`src/rtl/dma_arb_pkg.sv`:
```
package dma_arb_pkg;
  typedef enum logic {
    ARB_IDLE = 1'b0,
    ARB_BUSY = 1'b1
  } arb_st_e;
endpackage

```
`src/rtl/rr_pick.sv`:
```
module rr_pick #(
  parameter int NCH = 8,
  parameter int IW  = 3
) (
  input  logic [NCH-1:0] req,
  input  logic [IW-1:0]  ptr,
  output logic [IW-1:0]  win,
  output logic           vld
);
  int s;

  // Scan upward from the pointer with wrap; the first requester found wins.
  always_comb begin
    win = '0;
    vld = 1'b0;
    s   = 0;
    for (int k = 0; k < NCH; k++) begin
      s = int'(ptr) + k;
      if (s >= NCH) s = s - NCH;
      if (!vld && req[s]) begin
        vld = 1'b1;
        win = s[IW-1:0];
      end
    end
  end
endmodule

```
`src/rtl/bus_route.sv`:
```
module bus_route #(
  parameter int NCH = 8,
  parameter int AW  = 32,
  parameter int DW  = 32,
  parameter int IW  = 3
) (
  input  logic              clk,
  input  logic              rst_n,
  input  logic              busy,
  input  logic [NCH-1:0]    gnt,
  input  logic [IW-1:0]     sel,
  input  logic [NCH-1:0]    ch_we,
  input  logic [NCH*AW-1:0] ch_addr,
  input  logic [NCH*DW-1:0] ch_wdata,
  input  logic [DW-1:0]     hb_rdata,
  input  logic              hb_ready,
  output logic              hb_req,
  output logic              hb_we,
  output logic [AW-1:0]     hb_addr,
  output logic [DW-1:0]     hb_wdata,
  output logic [NCH-1:0]    ch_done,
  output logic [NCH*DW-1:0] ch_rdata
);
  // Outbound: the registered index selects one lane.
  always_comb begin
    hb_req   = busy;
    hb_we    = busy ? ch_we[sel] : 1'b0;
    hb_addr  = busy ? ch_addr[sel*AW +: AW] : '0;
    hb_wdata = busy ? ch_wdata[sel*DW +: DW] : '0;
  end

  // Return path: read data and done reach the granted lane only.
  for (genvar i = 0; i < NCH; i++) begin : g_ret
    assign ch_rdata[i*DW +: DW] = gnt[i] ? hb_rdata : '0;
    assign ch_done[i]           = gnt[i] & hb_ready;
  end

  p_done_r6: assert property (@(posedge clk) disable iff (!rst_n)
    (ch_done != '0) |-> (hb_req && $onehot(ch_done)));
  p_addr_hold_r3: assert property (@(posedge clk) disable iff (!rst_n)
    (hb_req && !hb_ready) |=> (hb_req && $stable(hb_addr) && $stable(hb_we)
                               && $stable(hb_wdata)));
endmodule

```
`src/rtl/irq_merge.sv`:
```
module irq_merge #(
  parameter int NCH = 8
) (
  input  logic           clk,
  input  logic           rst_n,
  input  logic [NCH-1:0] irq_evt,
  input  logic [NCH-1:0] irq_clr,
  input  logic [NCH-1:0] irq_en,
  output logic [NCH-1:0] irq_pend,
  output logic           irq
);
  logic [NCH-1:0] pend_q, pend_d;
  logic           upd;

  always_comb begin
    upd    = |(irq_evt | irq_clr);
    pend_d = (pend_q & ~irq_clr) | irq_evt;
  end

  always_ff @(posedge clk or negedge rst_n) begin
    if (!rst_n)   pend_q <= '0;
    else if (upd) pend_q <= pend_d;
  end

  assign irq_pend = pend_q;
  assign irq      = |(pend_q & irq_en);

  p_set_r7: assert property (@(posedge clk) disable iff (!rst_n)
    (irq_evt != '0) |=> ((pend_q & $past(irq_evt)) == $past(irq_evt)));
  p_clr_r7: assert property (@(posedge clk) disable iff (!rst_n)
    ((irq_clr & ~irq_evt) != '0) |=> ((pend_q & $past(irq_clr & ~irq_evt)) == '0));
endmodule

```
`src/rtl/dma_rr_arbiter.sv`:
```
module dma_rr_arbiter
  import dma_arb_pkg::*;
#(
  parameter int NCH = 8,
  parameter int AW  = 32,
  parameter int DW  = 32
) (
  input  logic              clk,
  input  logic              rst_n,
  input  logic [NCH-1:0]    ch_req,
  input  logic [NCH-1:0]    ch_we,
  input  logic [NCH*AW-1:0] ch_addr,
  input  logic [NCH*DW-1:0] ch_wdata,
  output logic [NCH-1:0]    ch_gnt,
  output logic [NCH-1:0]    ch_done,
  output logic [NCH*DW-1:0] ch_rdata,
  output logic              hb_req,
  output logic              hb_we,
  output logic [AW-1:0]     hb_addr,
  output logic [DW-1:0]     hb_wdata,
  input  logic [DW-1:0]     hb_rdata,
  input  logic              hb_ready,
  input  logic [NCH-1:0]    irq_evt,
  input  logic [NCH-1:0]    irq_clr,
  input  logic [NCH-1:0]    irq_en,
  output logic [NCH-1:0]    irq_pend,
  output logic              irq
);
  localparam int IW = (NCH > 1) ? $clog2(NCH) : 1;

  arb_st_e        st_q, st_d;
  logic [IW-1:0]  ptr_q, ptr_d, cur_q, cur_d, win_idx;
  logic [NCH-1:0] gnt_q, gnt_d;
  logic           win_vld, busy;

  rr_pick #(.NCH(NCH), .IW(IW)) u_pick (
    .req(ch_req), .ptr(ptr_q), .win(win_idx), .vld(win_vld)
  );

  // Next-state logic
  always_comb begin
    st_d  = st_q;
    ptr_d = ptr_q;
    cur_d = cur_q;
    gnt_d = gnt_q;
    case (st_q)
      ARB_IDLE: if (win_vld) begin
        st_d  = ARB_BUSY;
        cur_d = win_idx;
        gnt_d = NCH'(1) << win_idx;
      end
      ARB_BUSY: if (hb_ready) begin
        st_d  = ARB_IDLE;
        gnt_d = '0;
        ptr_d = (cur_q == IW'(NCH-1)) ? '0 : cur_q + 1'b1;
      end
      default: st_d = ARB_IDLE;
    endcase
  end

  // State registers
  always_ff @(posedge clk or negedge rst_n) begin
    if (!rst_n) begin
      st_q  <= ARB_IDLE;
      ptr_q <= '0;
      cur_q <= '0;
      gnt_q <= '0;
    end else begin
      st_q  <= st_d;
      ptr_q <= ptr_d;
      cur_q <= cur_d;
      gnt_q <= gnt_d;
    end
  end

  assign busy   = (st_q == ARB_BUSY);
  assign ch_gnt = gnt_q;

  bus_route #(.NCH(NCH), .AW(AW), .DW(DW), .IW(IW)) u_route (
    .clk(clk), .rst_n(rst_n), .busy(busy), .gnt(gnt_q), .sel(cur_q),
    .ch_we(ch_we), .ch_addr(ch_addr), .ch_wdata(ch_wdata),
    .hb_rdata(hb_rdata), .hb_ready(hb_ready),
    .hb_req(hb_req), .hb_we(hb_we), .hb_addr(hb_addr), .hb_wdata(hb_wdata),
    .ch_done(ch_done), .ch_rdata(ch_rdata)
  );

  irq_merge #(.NCH(NCH)) u_irq (
    .clk(clk), .rst_n(rst_n), .irq_evt(irq_evt), .irq_clr(irq_clr),
    .irq_en(irq_en), .irq_pend(irq_pend), .irq(irq)
  );

  p_onehot_r1: assert property (@(posedge clk) disable iff (!rst_n)
    $onehot0(ch_gnt));
  p_gnt_req_r1: assert property (@(posedge clk) disable iff (!rst_n)
    (ch_gnt != '0) |-> ((ch_gnt & ch_req) != '0));
  p_idle_r2: assert property (@(posedge clk) disable iff (!rst_n)
    (ch_req == '0 && ch_gnt == '0) |=> (ch_gnt == '0 && $stable(ptr_q)));
  p_hold_r3: assert property (@(posedge clk) disable iff (!rst_n)
    (ch_gnt != '0 && !hb_ready) |=> $stable(ch_gnt));
  p_win_req_r4: assert property (@(posedge clk) disable iff (!rst_n)
    win_vld |-> ch_req[win_idx]);
  p_release_r10: assert property (@(posedge clk) disable iff (!rst_n)
    (ch_gnt != '0 && hb_ready) |=> (ch_gnt == '0));
  p_grant_r10: assert property (@(posedge clk) disable iff (!rst_n)
    (ch_gnt == '0 && ch_req != '0) |=> (ch_gnt != '0));
endmodule

```
`config.mk`:
```
export PLATFORM = sky130hd
export DESIGN_NAME = dma_rr_arbiter
export DESIGN_NICKNAME = d
export VERILOG_FILES = /design/src/rtl/dma_arb_pkg.sv /design/src/rtl/rr_pick.sv /design/src/rtl/bus_route.sv /design/src/rtl/irq_merge.sv /design/src/rtl/dma_rr_arbiter.sv
export SDC_FILE = /design/constraint.sdc
export NUM_CORES = 1
export LEC_CHECK = 0
export BUFFER_PORTS_ARGS = -buffer_cell sky130_fd_sc_hd__buf_2
export CAP_MARGIN = 10
export CORE_AREA = 3 3 361 363
export CTS_BUF_LIST = sky130_fd_sc_hd__clkbuf_16
export CTS_CLUSTER_DIAMETER = 150
export CTS_CLUSTER_SIZE = 16
export DETAILED_ROUTE_END_ITERATION = 8
export DIE_AREA = 0 0 364 366
export PLACE_DENSITY = 0.3
export SYNTH_ARGS = -nofsm -noshare
export SYNTH_HDL_FRONTEND = slang
export SYNTH_SLANG_ARGS = --single-unit
```
`constraint.sdc`:
```
create_clock -name clk -period 7.25 [get_ports clk]
set_clock_uncertainty 0.15 [all_clocks]
set_input_delay 1.45 -clock clk [delete_from_list [all_inputs] [get_ports clk]]
set_output_delay 1.45 -clock clk [all_outputs]
set_load 0.005 [all_outputs]
```
# Word level (Yosys, flattened, before mapping)
# Index checks and enable logic that the tools add are counted.
dict set report word_totals {
  register_bits 23
  input_bits 587
  output_inout_bits 347
  elab_cells 145
}
dict set report op_classes {
  n_addsub 16
  magnitude_cmp 17
  n_eq_ne 3
  shift 3
  n_mux 68
  n_bitwise 14
  reduce_logical 19
}
# op count
set ops {}
lappend ops {{$mux 32} 18}
lappend ops {{$shiftx 256x9->32} 2}
lappend ops {{$lt 32x5->1 const B} 8}
lappend ops {{$ge 32x5->1 const B} 7}
lappend ops {{$sub 32x5->32 const B} 7}
lappend ops {{$mux 1} 28}
lappend ops {{$bmux 1 s3} 9}
lappend ops {{$mux 3} 9}
lappend ops {{$add 3x3->4 const B} 4}
lappend ops {{$and 8x8->8} 2}
lappend ops {{$mux 8} 2}
lappend ops {{$or 8x8->8} 2}
lappend ops {{$pmux 8 s2} 1}
lappend ops {{$reduce_or 8->1} 2}
lappend ops {{$add 3x2->4 const B} 2}
lappend ops {{$and 1x1->1} 8}
lappend ops {{$not 8->8} 1}
lappend ops {{$shl 1x3->8 const A} 1}
lappend ops {{$logic_and 1x1->1} 7}
lappend ops {{$logic_not 1->1} 7}
lappend ops {{$reduce_and 2->1} 3}
lappend ops {{$sub 3x4->5 const B} 1}
lappend ops {{$add 3x1->4 const B} 1}
lappend ops {{$ge 3x4->1 const B} 1}
lappend ops {{7 further kinds} 7}

# Logic depth before layout (Yosys ltp)
dict set report depth {
  word_depth 30
  ltp_mapped 12
  ltp_nobuf 9
}

# By module
# Synthesis repeated with hierarchy kept, for this count alone.
dict set report unflattened {
  cells_unflattened 917
  hier_area_um2 8395.6
}
# module instances cells_each area_each_um2 seq_area_each_um2
set by_module_without_submodules {}
lappend by_module_without_submodules {bus_route 1 738 6404.9 0.0}
lappend by_module_without_submodules {rr_pick 1 103 989.7 0.0}
lappend by_module_without_submodules {dma_rr_arbiter 1 47 673.1 375.4}
lappend by_module_without_submodules {irq_merge 1 29 327.8 200.2}

# Worst setup path after synthesis
# OpenSTA, ideal clock, no wires.
dict set report synth_timing {
  path_kind {input -> register}
  from {in ch_req[1]}
  to {reg gnt_q[0], in the netlist ch_gnt[0]}
  setup_time_ns 0.122
  arrival_time_ns 3.541
  required_time_ns 6.978
  path_slack_ns 3.438
  cell_stages 6
  n_path_buf 0
  cell_sequence {mux4_2 > mux2_4 > or2_4 > or4_1 > a31o_1 > a32o_1}
}
dict set report synth_between {
  elab_chain_len 28
  word_cells_on_any_way 59
  classes_between {eq/ne: 1; shift: 1; mux: 42; reduce/logical: 15}
}
# item line
set synth_lines {}
lappend synth_lines {{from (decl)} dma_rr_arbiter.sv:10} ;# input logic [NCH-1:0] ch_req,
lappend synth_lines {{$bmux 1 s3} rr_pick.sv:20} ;# if (!vld && req[s]) begin
lappend synth_lines {{$mux 1 (not written as such) (2 in series)} rr_pick.sv:20}
lappend synth_lines {{$mux 1} rr_pick.sv:20}
lappend synth_lines {{$logic_not 1->1} rr_pick.sv:20}
lappend synth_lines {{$logic_and 1x1->1} rr_pick.sv:20}
lappend synth_lines {{$mux 1} rr_pick.sv:20}
lappend synth_lines {{$logic_not 1->1} rr_pick.sv:20}
lappend synth_lines {{$logic_and 1x1->1} rr_pick.sv:20}
lappend synth_lines {{[... 11 more ...]} --}
lappend synth_lines {{$logic_and 1x1->1} rr_pick.sv:20}
lappend synth_lines {{$mux 1} rr_pick.sv:20}
lappend synth_lines {{$logic_not 1->1} rr_pick.sv:20}
lappend synth_lines {{$logic_and 1x1->1} rr_pick.sv:20}
lappend synth_lines {{$mux 3} rr_pick.sv:20}
lappend synth_lines {{$shl 1x3->8} dma_rr_arbiter.sv:50} ;# gnt_d = NCH'(1) << win_idx;
lappend synth_lines {{$mux 8} dma_rr_arbiter.sv:47} ;# ARB_IDLE: if (win_vld) begin
lappend synth_lines {{$pmux 8 s2} dma_rr_arbiter.sv:46} ;# case (st_q)
lappend synth_lines {{to (signal assigned)} dma_rr_arbiter.sv:72} ;# gnt_q <= gnt_d;
lappend synth_lines {{to (decl)} dma_rr_arbiter.sv:33} ;# logic [NCH-1:0] gnt_q, gnt_d;
# Several ways; a longest one is shown, not always the timed one. The select of a mux whose other input is x is not followed.
# A chain may end at the register's enable or synchronous reset.

# Final worst setup path
dict set report layout_timing {
  from {reg cur_q[0]}
  to {out hb_wdata[8]}
}
dict set report layout_between {
  elab_chain_len 2
}
# item line
set layout_lines {}
lappend layout_lines {{from (decl)} dma_rr_arbiter.sv:32} ;# logic [IW-1:0] ptr_q, ptr_d, cur_q, cur_d, win_idx;
lappend layout_lines {{from (signal assigned)} dma_rr_arbiter.sv:71} ;# cur_q <= cur_d;
lappend layout_lines {{$shiftx 256x9->32} bus_route.sv:29} ;# hb_wdata = busy ? ch_wdata[sel*DW +: DW] : '0;
lappend layout_lines {{$mux 32} bus_route.sv:29}
lappend layout_lines {{to (decl)} dma_rr_arbiter.sv:20} ;# output logic [DW-1:0] hb_wdata,
# Every way passes these cells.

==> key figures <==
Run status
  – Status: finished clean

Floorplan
  – Site row count: around 130
  – Core Area: 127400 µm²
  – Die Y-Extent: 366 µm
  – Die Wd: 364 µm
  – Die area: roughly 130000 µm²
  – Starting Density: 0.05900
  – Ports: slightly above 900

STA
  – RSZ-0062 raised after global routing: false
  – Crit share post-route: 0.6323
  – Fin Setup TNS: 0 ns
  – Worst Max-Slew Pin Slew: around 0.87 ns
  – PnR worst setup slack: 2.666 ns
  – Slew HR: 0.4168
  – Fin. Hold Viols: 0
  – Slew Viols, Final: 0
  – Minimum clock period: approximately 4.6 ns
  – Final setup vio count: 0
  – Min Hold Slack: around 0.34 ns
  – Fmax: about 0.22 GHz

Detailed routing
  – Wire length on met2: about 38000 µm
  – Antenna viol nets, final: 0
  – Detailed-route via count: between 10000 and 15000
  – Top routing layer in use: met5
  – Pre-antenna DRT Iters: 4
  – Wire per inst: about 22 µm
  – Metal3 WL: between 8000 and 9000 µm
  – Via density: around 3
  – Iter 0 DRT Violations: around 530
  – # DRC: 0
  – Post-Route WL: just over 70000 µm
  – M1 wire length: approximately 24000 µm

Global routing
  – First-pass GRT wire length: ~90000 µm
  – Initial antenna violation count: 56
  – Vias in the first global route: 10380
  – Largest net degree at the start of global routing: 64
  – Total track usage: 0.1015
  – Total global routing overflow: 0

Synth
  – Top-area cell type share of the netlist area: 0.4226
  – Ys async rst share: 1.000
  – Mapped Area: roughly 7500 µm²
  – Syn Nets: approximately 1400
  – Post-synthesis register bit count: 23
  – Seq/Total Area, Yosys: 0.07660
  – Dominant cell type by area after synthesis: mux4_2
  – Netlist cell types: 49
  – Largest cells by area after synthesis: mux4_2 42%, and2_1 22%, mux2i_1 9.7%
  – Mapped Cells: 762
  – YS warnings: 0
  – Number of flops mapped to enable cells by yosys: 0
  – Post-synthesis average cell area: between 9 and 10 µm²
  – Synth Flop Type: dfrtp_1

Pwr
  – Clock share of power: 0.034
  – Net Switching: 2.270 mW
  – Internal power: roughly 2.0 mW
  – Seq pwr share: 0.121
  – Net Sw Frac: 0.5266
  – Power per cell area: between 300 and 400 nW/µm²
  – Comb power frac: 0.845
  – LEAKAGE: around 7 nW
  – Peak VDD IR: between 0.2 and 0.25 mV

Min path
  – Class of the worst hold path: flip-flop to flip-flop

Final layout
  – Post-route cell area: between 10000 and 15000 µm²
  – Area grow syn2layout: 89.36%
  – Most frequent cells in the layout: 933 x buf_2, 266 x and2_1, 141 x mux4_2
  – Layout cells sized above 1: 0.6832
  – Multi-input logic area: around 6600 µm²
  – Fin util: 0.1117
  – Most common library cell in the layout ignoring fill and taps: buf_2
  – Register Area: a little under 600 µm²
  – FILL cells: approximately 15000
  – Final Net Count: roughly 2200

Worst setup path
  – Slowest Stage Delay on Critical Path: 0.93 ns
  – Crit path required time: approximately 5.7 ns
  – Worst path cell trace: buf_12, mux4_2, mux2i_1, nor2_1, buf_2
  – Slowest cell on the critical path: dfrtp_4
  – Setup CP Type: flip-flop to primary output
  – Top Family by Delay on Critical Path: flip-flops
  – CP bufs+invs: 2
  – Crit path launch type: flip-flop
  – Critical-path maximum fanout: 61
  – Worst EP arrival: approximately 3 ns
  – Crit end category: primary output

Clock tree
  – Post-CTS Hold Buffers: 0
  – Post-CTS sizing: 0
  – CTS clk-pin slew, worst paths: approximately 0.08 ns
  – Postcts setup bufs: 0
  – # clock sinks: 23
  – CTS max path bufs: 2
  – Worst-Skew Late Latency: 0.29 ns
  – H-tree depth: 1
  – TritonCTS buffer count: 3
  – CTS root buffer: clkbuf_16
  – CTS tree: done

Job
  – Maxcap violations: 0

Placed design
  – Worst slack at placement: roughly 2.7 ns
  – Detailed placement HPWL: about 64000 µm
  – I/O Buffers: ~930
  – Routability cong.: between 0.8 and 0.9
  – Placed Area: 14100 µm²
[area by class of cell]
| type | count | share of cell area |
|---|---|---|
| inverters | 15 | 0.004045 |
| multi-input cells | 647 | 0.4627 |
| flip-flops and latches | 23 | 0.04168 |
| diodes | 16 | 0.002814 |
| repair buffers | 946 | 0.3368 |
| clock buffers | 3 | 0.005277 |
| clock inverters | 1 | 0.0005277 |
| well taps | 1662 | 0.1462 |
[per-layer routing]
metal | GRT usage | up-vias
met2 | 0.1899 | 551
met3 | 0.04456 | 91
met5 | 0 | -
li1 | - | 4596
met4 | 0.02374 | 42
met1 | 0.1021 | 4956
[state kept, by name (all words and copies together), names as in the netlist]
signal,count
cur_q,3
busy,1
u_irq.irq_pend,8
ch_gnt,8
ptr_q,3
[synthesized netlist by cell type, types with 2 or more instances]
cell type,instances
o41ai_1,4
nor2_1,75
mux2i_1,73
mux4_2,141
a21o_1,8
inv_1,15
a22oi_1,5
a21oi_1,7
buf_2,2
a32o_1,5
a211oi_1,2
dfrtp_1,23
xor2_1,2
ha_1,4
nand2_1,14
o22ai_1,3
and2_1,266
nand2b_1,2
mux2_2,6
clkbuf_1,60
nand3_1,2
xnor2_1,3
buf_1,14
[per-stage QoR]
step           power [mW]  instances
3_5_place_dp        4.281       3293
4_1_cts             4.460       3297
5_1_grt             4.687       3303
6_report            4.311       3313
3_3_place_gp        4.316       3293
2_1_floorplan       2.587        762
[kinds of logic after synthesis]
logic type      Yosys count  share of synthesized area
simple gates            367                     0.2784
mux                     221                     0.5309
buf+inv                  92                    0.04729
compound gates           50                    0.05429
flops                    23                    0.07660
xor+xnor                  5                   0.005830
fa+ha+maj                 4                   0.006661
[worst paths after layout]
check / slack [ns] / startpoint / to / cells past startpoint
max: 2.67 / cur_q[0] / hb_wdata[8] / 5
max in group asynchronous: 5.30 / rst_n / cur_q[1] / 1
min in group asynchronous: 1.06 / rst_n / u_irq.irq_pend[0] / 1
max reg2reg: 3.02 / ptr_q[1] / ch_gnt[5] / 9
min reg2reg: 0.34 / ch_gnt[7] / ch_gnt[7] / 2
min: 0.34 / ch_gnt[7] / ch_gnt[7] / 2
[worst min-delay path, cell delays in order (launching register included)]
cell and delay [ns]:
dfrtp_1 0.35, nand2_1 0.05, o41ai_1 0.05
[power by group through the flow]
| stage | logic, mW | clock network (mW) | registers (mW) |
|---|---|---|---|
| 2_1_floorplan | 2.38 | 0 | 0.207 |
| 5_1_grt | 3.96 | 0.165 | 0.557 |
| 3_5_place_dp | 3.74 | 0 | 0.544 |
| 3_3_place_gp | 3.77 | 0 | 0.550 |
| 6_report | 3.64 | 0.146 | 0.524 |
| 4_1_cts | 3.75 | 0.167 | 0.541 |
(Power assumes the default switching activity.)
